`config.mk`:
```
export PLATFORM = sky130hd
export DESIGN_NAME = lcd_static_driver
export DESIGN_NICKNAME = d
export VERILOG_FILES = /design/src/rtl/lcd_drv_pkg.sv /design/src/rtl/lcd_bp_divider.sv /design/src/rtl/lcd_result_latch.sv /design/src/rtl/lcd_digit_decode.sv /design/src/rtl/lcd_phase_drive.sv /design/src/rtl/lcd_static_driver.sv
export SDC_FILE = /design/constraint.sdc
export NUM_CORES = 1
export LEC_CHECK = 0
export ABC_AREA = 1
export BUFFER_PORTS_ARGS = -buffer_cell sky130_fd_sc_hd__buf_2
export CELL_PAD_IN_SITES_DETAIL_PLACEMENT = 0
export CELL_PAD_IN_SITES_GLOBAL_PLACEMENT = 2
export CORE_MARGIN = 2
export CORE_UTILIZATION = 34
export CTS_BUF_LIST = sky130_fd_sc_hd__clkbuf_8 sky130_fd_sc_hd__clkbuf_16
export DETAILED_ROUTE_END_ITERATION = 12
export PLACE_DENSITY = 0.94
export SLEW_MARGIN = 20
export SYNTH_ARGS = -nofsm -noshare
export SYNTH_HDL_FRONTEND = slang
export SYNTH_SLANG_ARGS = --single-unit
```
`constraint.sdc`:
```
create_clock -name clk -period 3.22 [get_ports clk]
set_input_delay 0.161 -clock clk [delete_from_list [all_inputs] [get_ports clk]]
set_output_delay 0.161 -clock clk [all_outputs]
set_load 0.005 [all_outputs]
```
`src/rtl/lcd_drv_pkg.sv`:
```
`timescale 1ns/1ps
// lcd_drv_pkg: shared sizes and types for the static LCD driver.
// Assumes three lower seven-segment digits plus a leading "1" and a sign.
package lcd_drv_pkg;
    localparam int SEG_PER_DIGIT = 7;
    localparam int LOWER_DIGITS  = 3;
    localparam int BCD_W         = 4;
    localparam int PAT_W         = LOWER_DIGITS * SEG_PER_DIGIT + 2;
    localparam int THOU_BIT      = LOWER_DIGITS * SEG_PER_DIGIT;
    localparam int MINUS_BIT     = THOU_BIT + 1;

    typedef logic [SEG_PER_DIGIT-1:0] seg7_t;

    typedef struct packed {
        logic                               neg;
        logic                               ovr;
        logic                               thou;
        logic [LOWER_DIGITS-1:0][BCD_W-1:0] bcd;   // [0]=units .. [2]=hundreds
    } result_t;
endpackage

```
`src/rtl/lcd_bp_divider.sv`:
```
`timescale 1ns/1ps
// lcd_bp_divider: divides the oscillator clock into the backplane square wave.
// Assumes BP_DIV is even and at least 2. The tick output is high in the cycle
// before bp toggles, so downstream registers can change together with bp.
module lcd_bp_divider #(
    parameter int BP_DIV = 800
) (
    input  logic clk,
    input  logic rst_n,
    output logic tick,
    output logic bp
);
    localparam int HALF  = BP_DIV / 2;
    localparam int CNT_W = (HALF > 1) ? $clog2(HALF) : 1;
    localparam logic [CNT_W-1:0] LAST = CNT_W'(HALF - 1);

    logic [CNT_W-1:0] cnt;

    assign tick = (cnt == LAST);

    // Half-period counter that wraps after HALF cycles.
    always_ff @(posedge clk) begin
        if (!rst_n)    cnt <= '0;
        else if (tick) cnt <= '0;
        else           cnt <= cnt + 1'b1;
    end

    // Backplane level, toggled at each wrap.
    always_ff @(posedge clk) begin
        if (!rst_n)    bp <= 1'b0;
        else if (tick) bp <= ~bp;
    end
endmodule

```
`src/rtl/lcd_result_latch.sv`:
```
`timescale 1ns/1ps
// lcd_result_latch: holds the conversion result between load strobes.
// Assumes the load strobe is synchronous to clk.
module lcd_result_latch
    import lcd_drv_pkg::*;
(
    input  logic    clk,
    input  logic    rst_n,
    input  logic    load,
    input  result_t din,
    output result_t dout
);
    // Capture on strobe, otherwise hold.
    always_ff @(posedge clk) begin
        if (!rst_n)    dout <= '0;
        else if (load) dout <= din;
    end
endmodule

```
`src/rtl/lcd_digit_decode.sv`:
```
`timescale 1ns/1ps
// lcd_digit_decode: BCD to seven-segment, bit 0 = A (top) through bit 6 = G.
// Codes above 9 give a dark digit. Purely combinational.
module lcd_digit_decode
    import lcd_drv_pkg::*;
(
    input  logic [BCD_W-1:0] bcd,
    output seg7_t            seg
);
    // Map one BCD code to its lit segments.
    always_comb begin
        unique case (bcd)
            4'd0:    seg = 7'b011_1111;
            4'd1:    seg = 7'b000_0110;
            4'd2:    seg = 7'b101_1011;
            4'd3:    seg = 7'b100_1111;
            4'd4:    seg = 7'b110_0110;
            4'd5:    seg = 7'b110_1101;
            4'd6:    seg = 7'b111_1101;
            4'd7:    seg = 7'b000_0111;
            4'd8:    seg = 7'b111_1111;
            4'd9:    seg = 7'b110_1111;
            default: seg = 7'b000_0000;
        endcase
    end
endmodule

```
`src/rtl/lcd_phase_drive.sv`:
```
`timescale 1ns/1ps
// lcd_phase_drive: registers the segment lines, each in or out of phase with
// the backplane. Loads only on tick, the cycle in which bp is about to toggle,
// so lines and bp move in the same clock edge. Lit = opposite of new bp.
module lcd_phase_drive #(
    parameter int WIDTH = 23
) (
    input  logic             clk,
    input  logic             rst_n,
    input  logic             tick,
    input  logic             bp,
    input  logic [WIDTH-1:0] on_pat,
    output logic [WIDTH-1:0] drive
);
    // New bp is ~bp: lit lines take bp's current level, dark lines take ~bp.
    always_ff @(posedge clk) begin
        if (!rst_n)    drive <= '0;
        else if (tick) drive <= ~(on_pat ^ {WIDTH{bp}});
    end
endmodule

```
`src/rtl/lcd_static_driver.sv`:
```
`timescale 1ns/1ps
// lcd_static_driver: static 3-1/2 digit LCD driver top level.
// Holds a result on res_load, decodes it, applies overrange blanking and the
// lamp-test override, and drives segments in phase (dark) or anti-phase (lit)
// with a backplane of clk/BP_DIV. Assumes BP_DIV is even and a single clock.
module lcd_static_driver
    import lcd_drv_pkg::*;
#(
    parameter int BP_DIV = 800
) (
    input  logic       clk,
    input  logic       rst_n,
    input  logic       res_load,
    input  logic [3:0] res_units,
    input  logic [3:0] res_tens,
    input  logic [3:0] res_hund,
    input  logic       res_thou,
    input  logic       res_neg,
    input  logic       res_ovr,
    input  logic       lamp_test,
    output logic       bp,
    output logic [6:0] seg_units,
    output logic [6:0] seg_tens,
    output logic [6:0] seg_hund,
    output logic       seg_thou,
    output logic       seg_minus
);
    result_t           res_in;
    result_t           held;
    logic              tick;
    seg7_t             dec [LOWER_DIGITS];
    logic [PAT_W-1:0]  on_pat;
    logic [PAT_W-1:0]  drive;
    logic              lat_neg;
    logic              lat_ovr;

    // Gather the result fields into the shared struct.
    always_comb begin
        res_in.neg    = res_neg;
        res_in.ovr    = res_ovr;
        res_in.thou   = res_thou;
        res_in.bcd[0] = res_units;
        res_in.bcd[1] = res_tens;
        res_in.bcd[2] = res_hund;
    end

    lcd_bp_divider #(.BP_DIV(BP_DIV)) u_div (
        .clk   (clk),
        .rst_n (rst_n),
        .tick  (tick),
        .bp    (bp)
    );

    lcd_result_latch u_latch (
        .clk   (clk),
        .rst_n (rst_n),
        .load  (res_load),
        .din   (res_in),
        .dout  (held)
    );

    assign lat_neg = held.neg;
    assign lat_ovr = held.ovr;

    for (genvar d = 0; d < LOWER_DIGITS; d++) begin : g_digit
        lcd_digit_decode u_dec (
            .bcd (held.bcd[d]),
            .seg (dec[d])
        );
        // Lower digits go dark on overrange and fully lit under lamp test.
        always_comb begin
            if (lamp_test)    on_pat[d*SEG_PER_DIGIT +: SEG_PER_DIGIT] = '1;
            else if (lat_ovr) on_pat[d*SEG_PER_DIGIT +: SEG_PER_DIGIT] = '0;
            else              on_pat[d*SEG_PER_DIGIT +: SEG_PER_DIGIT] = dec[d];
        end
    end

    // Leading "1" and sign selection.
    always_comb begin
        on_pat[THOU_BIT]  = lamp_test | held.thou | lat_ovr;
        on_pat[MINUS_BIT] = lamp_test | lat_neg;
    end

    lcd_phase_drive #(.WIDTH(PAT_W)) u_drive (
        .clk    (clk),
        .rst_n  (rst_n),
        .tick   (tick),
        .bp     (bp),
        .on_pat (on_pat),
        .drive  (drive)
    );

    assign seg_units = drive[0*SEG_PER_DIGIT +: SEG_PER_DIGIT];
    assign seg_tens  = drive[1*SEG_PER_DIGIT +: SEG_PER_DIGIT];
    assign seg_hund  = drive[2*SEG_PER_DIGIT +: SEG_PER_DIGIT];
    assign seg_thou  = drive[THOU_BIT];
    assign seg_minus = drive[MINUS_BIT];
endmodule

```
=== After elaboration in Yosys (flattened, before gate mapping) ===
Memories as Yosys holds them, arrays and structs flattened. A register that Yosys moved wholly into a read port is not among the register bits.
Index checks and enable logic that the tools add are counted.

* Add/sub/neg operators: 1
* Bitwise gates (word level): 7
* Reductions and logical operators: 1
* Muxes and demuxes: 12
* Eq/ne operators: 1

{| class="wikitable"
|+ Operators with widths
! cell !! count
|-
| $mux W7 || 6
|-
| $mux W4 || 6
|-
| $not A23 Y23 || 1
|-
| $xor A23 B23 Y23 || 1
|-
| $add A9 B1 Y9 const B || 1
|-
| $eq A9 B9 Y1 const B || 1
|-
| $or A1 B1 Y1 || 3
|-
| $not A1 Y1 || 2
|-
| $reduce_or A2 Y1 || 1
|}

* Register bits after elaboration: 48
* Output and inout bits: 24
* ROM bits: 336
* Memories kept: 3
* Word-level logic and storage cells: 34

{| class="wikitable"
|+ Memories
! name !! words !! bits a word !! rd ports !! clocked after Yosys merged registers in !! wr ports !! RTL line !! text
|-
| (no name shown) || 16 || 7 || 1 || 1 || 0 || lcd_digit_decode.sv:12 || <nowiki>unique case (bcd)</nowiki>
|-
| (no name shown) || 16 || 7 || 1 || 1 || 0 || lcd_digit_decode.sv:12 ||
|-
| (no name shown) || 16 || 7 || 1 || 1 || 0 || lcd_digit_decode.sv:12 ||
|}

=== Depth between registers and ports, before layout ===
Gate-level depths: netlist of the first run.

* Depth in word-level cells: 4
* Mapped depth: 12
* Depth with buffers taken out: 11

=== By module ===
A second synthesis of the first run with hierarchy kept.

* Cells, all modules: 549
* Area total of the unflattened synthesis: 3,221.8 sq um

{| class="wikitable"
|+ Modules (own cells, without submodules)
! module !! cells an instance !! seq. area each (sq um) !! area an instance (sq um) !! times used
|-
| lcd_phase_drive || 220 || 460.4 || 1,262.5 || 1
|-
| lcd_result_latch || 94 || 300.3 || 633.1 || 1
|-
| lcd_digit_decode || 39 || 0.0 || 210.2 || 3
|-
| lcd_bp_divider || 67 || 200.2 || 471.7 || 1
|-
| lcd_static_driver || 51 || 0.0 || 224.0 || 1
|}

=== Worst setup path after synthesis of the first run ===
No wires, ideal clock.

* Path kind: input to register
* Start point: in rst_n
* End point: reg, netlist name g_digit[1].u_dec.seg[1]
* Stages on the path: 9
* Setup time: 117 ps
* Arrival: 1,268 ps
* Path slack: 1,835 ps
* Cell sequence: buf_2 -> buf_2 -> nand2_1 -> inv_1 -> ha_1 -> inv_1 -> nand3_1 -> nand2_1 -> nand2_1

* Cells in the longest elaborated chain, start to end: 1

{| class="wikitable"
|+ RTL lines
! element !! RTL line !! text
|-
| start, declared || lcd_static_driver.sv:12 || <nowiki>input logic rst_n,</nowiki>
|-
| $mux W4 (no source line) || n/a ||
|}

No other way between the ends.
A chain may end at the register's enable or synchronous reset.

=== Worst setup path after layout of the first run ===
* Start point: reg u_div.cnt[0]
* End point: reg u_div.cnt[8]

* Cells in the longest elaborated chain, start to end: 2
* Elaborated cells on any way between the ends: 3
* Those cells by class: 1 x add/sub; 1 x eq/ne; 1 x reduce/logical

{| class="wikitable"
|+ RTL lines
! element !! RTL line !! text
|-
| start, declared || lcd_bp_divider.sv:17 || <nowiki>logic [CNT_W-1:0] cnt;</nowiki>
|-
| start signal, assigned || lcd_bp_divider.sv:25 || <nowiki>else cnt <= cnt + 1'b1;</nowiki>
|-
| branches (longest 2 deep; another with $add A9 B1 Y9) || n/a ||
|}

Parallel ways; which one is timed is not known.

==> impl_metrics.ini, run 1 <==
[outcome]
status = complete, no violations

[setup_path]
timing.critical_path.cells = ha_1, nand2_2, nor2_4, nand2_2, nand2_1, a21oi_1
reg2reg_to = u_div.cnt[8]$_SDFF_PP0_
rrSetupSlack_ns = 1.26
cp.arrival_ns = 2.24
crit_type = reg -> reg
cpPeakStageDelay_ns = 0.56
worstPathRequired_ns = 3.49
worstReg2RegStart = u_div.cnt[0]$_SDFF_PP0_
crit_path_frequent_cell = nand2_2
crit_slowest_cell = nand2_2
crit_path_end_kind = flip-flop
reg2reg_depth = 6
crit_path_start_kind = flip-flop
crit_fanout = 47

[sta]
worstMarginPinSlew_ns = 0.9950
rsz0062_at_grt = no
hold_violations = 0
fin_crit_ns = 1.964
setup_viol = 0
slew_headroom = 0.3326
fin_tns_setup_ns = 0
skew_ns = 0.01104
fmax_mhz = 509.2
maxSlewViolCount = 0
finalCritPeriodShare = 0.6099

[drt]
drt-pass1-iter-count = 4
drc = 0
drtAntennaViolNets = 0
vias = 3189
viasPerCell = 4.185
wl_per_cell_um = 10.06
drt-total-wl_um = 7662
dr.first_iter.drc_count = 126

[cts]
cts_sinks = 69
clock-root-buffer = clkbuf_8
insertion_delay_ns = 0.35
cts_buffers = 9
cts.repair.resized = 0
cts_tree = yes
post_cts_buffers = 0
ctsLongestPathBuffers = 2
cts.clk_slew.worst_paths_ns = 0.08
cts_hold_buf = 0
h-tree-depth = 3

[pwr]
p_clk_frac = 0.399
p_int_mw = 1.418
power.density_nw_per_um2 = 458.8
total_power_mw = 1.940
combPwrFrac = 0.129
power.switching_mw = 0.5221
p_seq_frac = 0.472
cellLeakagePower_nw = 2.438
ir_worst_vdd_mv = 0.2506
sw_frac_of_total = 0.2692

[synth]
synth_top_family_by_area = simple AND/OR/NAND/NOR gates
synth_seq_cells = 69
synth-simple-area-share = 0.4139
ys_types = 23
ys_seq_area_frac = 0.3658
syn_avg_cell_area_um2 = 6.422
synth_nets = 626
synth-compound-area-share = 0.03015
synthAdderAreaFrac = 0.06296
synthXorXnorAreaFrac = 0.006958
synthMuxAreaShare = 0
yosys_warnings = 0
syn_area_um2 = 3776
synthCells = 588

[floorplan]
chipWidth_um = 109.4
ioPinCount = 43
start_util = 0.3483
num_rows = 38
die_h_um = 109.4
coreArea_um2 = 10840
design.die.area_um2 = 11970

[hold_path]
hp-class = in -> reg
min_path_cells = 3
min-delay-start = res_neg
min_to = u_latch.dout[14]$_SDFFE_PN0P_

[finish]
diodes = 0
layout_commonest_cell = nand2_1
syn_to_final_growth_pct = 11.96
final_cell_mix = 240 x nand2_1, 74 x inv_1, 74 x nor2_1, 69 x dfxtp_1, 49 x nand3_1
nets = 656
layout-drive-gt1-share = 0.1222

[grt]
grt_pass1_wl_um = 13220
grt_overflow = 0
grt_max_degree = 48
grt_pass1_vias = 2877
antenna_found_initial = 0
grt_use_total = 0.1384

[placed_design]
gp_congestion = 0.7670
dp_hpwl_um = 5422
numPortBuffers = 42

[run]
maxCapViolCount = 0
## cell type report
class,count,area [um2]
inverter,78,292.8
clock buffer,9,123.9
fill,1211,6613
sequential,69,1381
multi-input combinational,416,1941
timing repair buffer,44,225.2
clock inverter,6,88.84
tap,140,175.2
## synth_stat cells
master    instances  share of area
buf_6             7          0.021
nand3_2           4          0.011
nand2_1         240           0.24
nand3_4           2         0.0093
inv_1            74          0.074
clkbuf_1          5         0.0050
clkinv_1          1        0.00099
ha_1             19          0.063
nor2_4            1         0.0030
o21ai_4           3          0.013
o21ai_1           3         0.0040
nand4_1           2         0.0033
inv_2             3         0.0030
xor2_1            3         0.0070
o21ai_0           3         0.0040
nor2_1           74          0.074
nand3_1          49          0.065
dfxtp_1          69           0.37
nand2_2           4         0.0066
buf_1             1        0.00099
a21oi_1           7         0.0093
buf_2            12          0.016
nand3b_1          2         0.0040
## registers in the layout (all words and copies together), names as in the netlist
register / cells
u_drive.drive: 23
u_div.cnt: 9
u_div.bp: 1
g_digit.u_dec.seg: 21
u_latch.dout: 15
## critical path, delay by kind of cell, from the launching register on
kind	cells	cell delay, ns
AO/OA/AOI/OAI	1	0.23
adder cells (fa/ha/maj)	1	0.24
flip-flops	1	0.33
AND/OR/NAND/NOR	4	1.09
## power by group through the flow
| stage | sequential [mW] | combinational (mW) | clock (mW) |
|---|---|---|---|
| 2_1_floorplan | 0.932 | 0.201 | 0 |
| 3_3_place_gp | 0.935 | 0.250 | 0 |
| 3_5_place_dp | 0.936 | 0.251 | 0 |
| 4_1_cts | 0.916 | 0.252 | 0.794 |
| 5_1_grt | 0.921 | 0.296 | 0.825 |
| 6_report | 0.916 | 0.250 | 0.774 |
## cells by family after synthesis
kind of cell	after synthesis
adders and majority gates	19
buffers and inverters	103
and+or+nand+nor	378
xor gates and xnor gates	3
DFF	69
AOI/OAI and AO/OA	16
## worst max path at each step
stage	startpoint	endpoint	cells after the start	slack, ns
3_3_place_gp	u_div.cnt[0]$_SDFF_PP0_	u_div.cnt[8]$_SDFF_PP0_	6	1.30
4_1_cts	u_div.cnt[0]$_SDFF_PP0_	u_div.cnt[8]$_SDFF_PP0_	6	1.18
2_1_floorplan	rst_n	g_digit[1].u_dec.seg[1]$_DFF_P_	9	1.83
6_report	u_div.cnt[0]$_SDFF_PP0_	u_div.cnt[8]$_SDFF_PP0_	6	1.26
5_1_grt	u_div.cnt[0]$_SDFF_PP0_	u_div.cnt[6]$_SDFF_PP0_	6	0.99
3_5_place_dp	u_div.cnt[0]$_SDFF_PP0_	u_div.cnt[8]$_SDFF_PP0_	6	1.20
## routing by layer
layer / share of wire / GRT usage / vias up / wire (um)
met3: 0.041 / 0.03023 / 10 / 311
met5: 0 / 0 / - / 0
li1: - / - / 1817 / -
met2: 0.36 / 0.1852 / 53 / 2794
met1: 0.58 / 0.2116 / 1309 / 4439
met4: 0.015 / 0.05335 / 0 / 117
## stage by stage
stage	cells	setup slack, ns	hold WS, ns	utilization	area [um2]
6_report	762	1.256	0.05594	0.3900	4228
5_1_grt	762	0.9928	0.05587	0.3900	4228
4_1_cts	762	1.184	0.05570	0.3900	4228
3_5_place_dp	747	1.198	0.4137	0.3704	4015
3_3_place_gp	747	1.298	0.4165	0.3704	4015
2_1_floorplan	588	1.835	0.2959	-	3776
(Power assumes the default switching activity.)
==> run 2: changes to the inputs <==
--- a/config.mk
+++ b/config.mk
@@ -10,10 +10,10 @@
 export CELL_PAD_IN_SITES_DETAIL_PLACEMENT = 0
 export CELL_PAD_IN_SITES_GLOBAL_PLACEMENT = 2
 export CORE_MARGIN = 2
-export CORE_UTILIZATION = 34
+export CORE_UTILIZATION = 29
 export CTS_BUF_LIST = sky130_fd_sc_hd__clkbuf_8 sky130_fd_sc_hd__clkbuf_16
 export DETAILED_ROUTE_END_ITERATION = 12
-export PLACE_DENSITY = 0.94
+export PLACE_DENSITY = 0.87
 export SLEW_MARGIN = 20
 export SYNTH_ARGS = -nofsm -noshare
 export SYNTH_HDL_FRONTEND = slang
==> constraint.sdc (replaced) <==
create_clock -name clk -period 1.8 [get_ports clk]
set_input_delay 0.09 -clock clk [delete_from_list [all_inputs] [get_ports clk]]
set_output_delay 0.09 -clock clk [all_outputs]
set_load 0.005 [all_outputs]
==> run 2 against run 1 <==
  * Hold slack better by 0.048 ns
  * Final cell count up 5.1%
  * Cell area up 4.4%
  * First-iteration DRC count up 83%
  * Non-clock buffer count up 8
  * Critical path type unchanged
==> impl_metrics.ini, run 2 (synthesis gave the netlist of run 1 again) <==
[finish]
final_cell_mix = 240 x nand2_1, 74 x inv_1, 74 x nor2_1, 69 x dfxtp_1, 49 x nand3_1
largest_reg_flops = 23
layout-drive-gt1-share = 0.1304
syn_to_final_growth_pct = 16.93
diodes = 0
largest_register = u_drive.drive
nets = 664
final_cells = 801
layout_commonest_cell = nand2_1

[setup_path]
crit_path_start_kind = flip-flop
rrSetupSlack_ns = 0.24
timing.critical_path.cells = ha_1, nand2_2, nor2_4, nand2_2, buf_12, nand2_1, nor2_1
worstPathRequired_ns = 2.01
crit_fanout = 47
reg2reg_depth = 7
cpPeakStageDelay_ns = 0.35
crit_slowest_cell = dfxtp_1
crit_type = reg -> reg
cp.arrival_ns = 1.77
worstReg2RegStart = u_div.cnt[0]$_SDFF_PP0_
reg2reg_to = u_div.cnt[6]$_SDFF_PP0_
critPathLaunch = u_div.cnt[0]$_SDFF_PP0_
crit_path_frequent_cell = nand2_2
crit_path_end_kind = flip-flop
critical_path.endpoint = u_div.cnt[6]$_SDFF_PP0_

[drt]
drt-pass1-iter-count = 4
dr.first_iter.drc_count = 230
drc = 0
wl_per_cell_um = 10.18
drtAntennaViolNets = 0
vias = 3262
viasPerCell = 4.072
drt-total-wl_um = 8155

[cts]
insertion_delay_ns = 0.33
cts_buffers = 9
post_cts_buffers = 0
h-tree-depth = 3
cts_tree = yes
cts_sinks = 69
clock-root-buffer = clkbuf_16
cts.clk_slew.worst_paths_ns = 0.05
ctsLongestPathBuffers = 2

[sta]
fin_tns_setup_ns = 0
skew_ns = 0.005625
worstMarginPinSlew_ns = 0.6939
fin_crit_ns = 1.561
maxSlewViolCount = 0
finalCritPeriodShare = 0.8670
holdWs_ns = 0.1041
fmax_mhz = 640.7
hold_violations = 0
setup_viol = 0
rsz0062_at_grt = no
slew_headroom = 0.5369

[grt]
grt_max_degree = 48
grt_overflow = 0
grt_pass1_wl_um = 14420
antenna_found_initial = 0
grt_pass1_vias = 2953
grt_use_total = 0.1265

[placed_design]
placed_cells = 786
dp_hpwl_um = 5812
gp_congestion = 0.8363
numPortBuffers = 42

[run]
maxCapViolCount = 0

[pwr]
ir_worst_vdd_mv = 0.3683
total_power_mw = 3.792
power.density_nw_per_um2 = 858.9
cellLeakagePower_nw = 2.523

[floorplan]
design.die.area_um2 = 13950
die_h_um = 118.1
ioPinCount = 43
start_util = 0.2980
chipWidth_um = 118.1
num_rows = 41
coreArea_um2 = 12670

[outcome]
status = complete, no violations

[hold_path]
hp-class = in -> reg
## run 2: changes by cell type in the layout (fill, tap and decap cells not counted)
cell / previous run / this run
clkbuf_16: 0 / 9
buf_4: 2 / 8
clkbuf_8: 9 / 4
bufinv_16: 2 / 0
clkinvlp_4: 2 / 0
buf_12: 0 / 1
clkinv_4: 1 / 0
dlygate4sd3_1: 0 / 1
## run 2: metal layers
metal / GRT usage / part of all wire / vias to the layer above
met5: 0 / 0 / -
met4: 0.05422 / 0.017 / 0
met3: 0.02907 / 0.050 / 11
met2: 0.1629 / 0.36 / 72
met1: 0.1949 / 0.57 / 1343
li1: - / - / 1836
## run 2: area by class of cell
type                    instances  area (um2)
inverters                      78       292.8
well taps                     172       215.2
repair buffers                 52       300.3
clock buffers                  13       280.3
fillers                      1369        8255
flip-flops and latches         69        1381
clock inverters                 1       5.005
multi-input cells             416        1941
## run 2: worst min path at each step
stage	start	to	cells after the start	slack, ns
floorplan	res_neg	u_latch.dout[14]$_SDFFE_PN0P_	2	0.22
global placement	res_neg	u_latch.dout[14]$_SDFFE_PN0P_	3	0.34
detailed placement	res_neg	u_latch.dout[14]$_SDFFE_PN0P_	3	0.35
CTS	res_hund[3]	g_digit[2].u_dec.seg[3]$_DFF_P_	4	0.09
global route	res_thou	u_latch.dout[12]$_SDFFE_PN0P_	3	0.11
finish	res_hund[3]	g_digit[2].u_dec.seg[3]$_DFF_P_	4	0.10
## run 2: power by group
group          internal, mW  switching (mW)
registers              1.62          0.0267
clock network          1.06           0.615
logic                 0.161           0.309
total                  2.84           0.950
## run 2: worst max-delay path, delay by kind of cell, from the launching register on
family	cells	cell delay (ns)
simple gates	5	0.69
flops	1	0.35
fa+ha+maj	1	0.21
buf+inv	1	0.18
## run 2: repair_timing
item	in CTS	in global routing
hold buffers	1	0
hold endpoints to repair	1	0
gates resized for setup	0	0
## run 2: through the flow
stage / setup WS [ns] / utilization / cell area (um2)
6_report: 0.2393 / 0.3485 / 4415
5_1_grt: 0.09587 / 0.3485 / 4415
4_1_cts: 0.1952 / 0.3485 / 4415
3_5_place_dp: 0.2063 / 0.3252 / 4120
3_3_place_gp: 0.2605 / 0.3252 / 4120
2_1_floorplan: 0.4857 / - / 3776
==> run 3: changes to the inputs <==
--- a/config.mk
+++ b/config.mk
@@ -5,15 +5,14 @@
 export SDC_FILE = /design/constraint.sdc
 export NUM_CORES = 1
 export LEC_CHECK = 0
-export ABC_AREA = 1
 export BUFFER_PORTS_ARGS = -buffer_cell sky130_fd_sc_hd__buf_2
 export CELL_PAD_IN_SITES_DETAIL_PLACEMENT = 0
 export CELL_PAD_IN_SITES_GLOBAL_PLACEMENT = 2
 export CORE_MARGIN = 2
-export CORE_UTILIZATION = 29
+export CORE_UTILIZATION = 32
 export CTS_BUF_LIST = sky130_fd_sc_hd__clkbuf_8 sky130_fd_sc_hd__clkbuf_16
 export DETAILED_ROUTE_END_ITERATION = 12
-export PLACE_DENSITY = 0.87
+export PLACE_DENSITY = 0.85
 export SLEW_MARGIN = 20
 export SYNTH_ARGS = -nofsm -noshare
 export SYNTH_HDL_FRONTEND = slang
==> run 3 against run 2 <==
  * Routed wire length down 13%
  * Highest routed layer unchanged
  * Critical path type unchanged
  * Maximum frequency down 3.2%
  * Critical path depth down 2
==> impl_metrics.ini, run 3 <==
[outcome]
status = complete, no violations

[finish]
syn_to_final_growth_pct = 16.11
final_cell_mix = 69 x dfxtp_1, 48 x a21oi_1, 42 x buf_2, 29 x xnor2_1, 28 x o21ai_0
layout-drive-gt1-share = 0.2019
largest_register = u_drive.drive
diodes = 0
largest_reg_flops = 23
nets = 444
layout_commonest_cell = dfxtp_1

[synth]
synthArstFlopShare = 0
synth_edf_count = 0
ys_types = 42
syn_area_um2 = 3347
synth_largest_area_cell = dfxtp_1
synthTopCellsByArea = dfxtp_1 41%, xnor2_1 7.6%, a21oi_1 7.2%
syn_avg_cell_area_um2 = 9.195
synthCells = 364
synth_top_cells_by_count = 69 x dfxtp_1, 48 x a21oi_1, 29 x xnor2_1, 28 x o21ai_0, 19 x ha_1
synth.most_common_cell = dfxtp_1
netlist.area_leader.share = 0.4127
yosys_warnings = 0
synthFlopType = dfxtp_1
ys_seq_area_frac = 0.4127
synth_nets = 402
synth_seq_cells = 69

[drt]
vias = 2574
wl_per_cell_um = 12.91
dr.first_iter.drc_count = 58
drt-total-wl_um = 7060
drc = 0
viasPerCell = 4.706
drt-pass1-iter-count = 5
drtAntennaViolNets = 0

[grt]
grt_pass1_vias = 2377
grt_max_degree = 39
grt_overflow = 0
antenna_found_initial = 0
grt_pass1_wl_um = 11670
grt_use_total = 0.1297

[floorplan]
ioPinCount = 43
num_rows = 37
chipWidth_um = 106.3
start_util = 0.3271
coreArea_um2 = 10230
die_h_um = 106.3
design.die.area_um2 = 11290

[setup_path]
worstPathRequired_ns = 2.07
crit_path_end_kind = flip-flop
cpPeakStageDelay_ns = 0.48
crit_path_start_kind = flip-flop
critPathLaunch = u_div.cnt[0]$_SDFF_PP0_
cp.arrival_ns = 1.89
crit_fanout = 12
timing.critical_path.cells = ha_1, nand3_2, and4bb_2, o21ai_0, a21oi_1
crit_slowest_cell = and4bb_2
crit_type = reg -> reg
worstReg2RegStart = u_div.cnt[0]$_SDFF_PP0_

[placed_design]
dp_hpwl_um = 5029
numPortBuffers = 42
gp_congestion = 0.8138

[sta]
setup_viol = 0
worstMarginPinSlew_ns = 0.5769
holdWs_ns = 0.02835
fin_tns_setup_ns = 0
maxSlewViolCount = 0
finalCritPeriodShare = 0.8955
hold_violations = 0
fmax_mhz = 620.4
rsz0062_at_grt = no
fin_crit_ns = 1.612
skew_ns = 0.01365
slew_headroom = 0.6150

[pwr]
sw_frac_of_total = 0.2469
combPwrFrac = 0.121
p_int_mw = 2.454
p_seq_frac = 0.505
power.switching_mw = 0.8043
p_clk_frac = 0.374
power.density_nw_per_um2 = 838.3
cellLeakagePower_nw = 1.713
ir_worst_vdd_mv = 0.4083

[cts]
cts_tree = yes
h-tree-depth = 3
cts_hold_buf = 0
ctsLongestPathBuffers = 2
cts_buffers = 9
cts_sinks = 69
cts.repair.resized = 0
cts.clk_slew.worst_paths_ns = 0.08
insertion_delay_ns = 0.34
clock-root-buffer = clkbuf_8
post_cts_buffers = 0

[run]
maxCapViolCount = 0

[hold_path]
hp-class = in -> reg
min-delay-start = res_thou
run 3: final timing paths:
| kind | end | cells past startpoint | slack, ns |
|---|---|---|---|
| max reg2reg | u_drive.drive[13]$_SDFFE_PN0N_ | 5 | 0.19 |
| min | u_latch.dout[12]$_SDFFE_PN0P_ | 3 | 0.03 |
| min reg2reg | u_div.cnt[0]$_SDFF_PP0_ | 1 | 0.45 |
| max | u_drive.drive[13]$_SDFFE_PN0N_ | 5 | 0.19 |
run 3: kinds of logic (layout without fill, tap and decap cells):
kind of cell | Yosys count | in the layout | synth area share
adders and majority gates | 19 | 19 | 0.07103
AOI/OAI and AO/OA | 106 | 106 | 0.1828
buffers and inverters | 42 | 88 | 0.05981
and+or+nand+nor | 79 | 80 | 0.1331
muxes | 14 | 14 | 0.04897
xor gates and xnor gates | 35 | 35 | 0.09159
DFF | 69 | 69 | 0.4127
run 3: cell type report:
type,count,area (um2)
timing repair buffer,53,292.8
clock buffer,10,137.6
clock inverter,6,55.05
multi-input combinational,254,1778
fill,1052,6345
sequential,69,1381
inverter,19,71.32
tap,136,170.2
run 3: routing by layer:
metal / up-vias / GRT usage / wire length [um]
li1: 1349 / - / -
met2: 58 / 0.1918 / 3031
met4: 0 / 0.04511 / 97
met5: - / 0 / 0
met3: 10 / 0.03924 / 326
met1: 1157 / 0.1785 / 3604
run 3: worst max-delay path: cells and delay by family, from the launching register on:
kind | cells | cell delay, ns
flops | 1 | 0.36
fa+ha+maj | 1 | 0.29
simple gates | 2 | 0.62
compound gates | 2 | 0.26
run 3: power by group through the flow:
stage	combinational, mW	clock, mW	sequential [mW]
2_1_floorplan	0.304	0	1.67
3_5_place_dp	0.394	0	1.68
3_3_place_gp	0.393	0	1.68
4_1_cts	0.397	1.26	1.65
5_1_grt	0.444	1.32	1.65
6_report	0.395	1.22	1.65
run 3: metrics by stage:
stage                 util  setup slack (ns)  area [um2]  power [mW]  std cells
floorplan                -            0.2057        3347       1.975        364
global placement    0.3598            0.1559        3681       2.072        530
detailed placement  0.3598            0.1262        3681       2.073        530
CTS                 0.3786           0.09969        3874       3.301        546
global route        0.3798           0.06790        3886       3.418        547
finish              0.3798            0.1881        3886       3.258        547
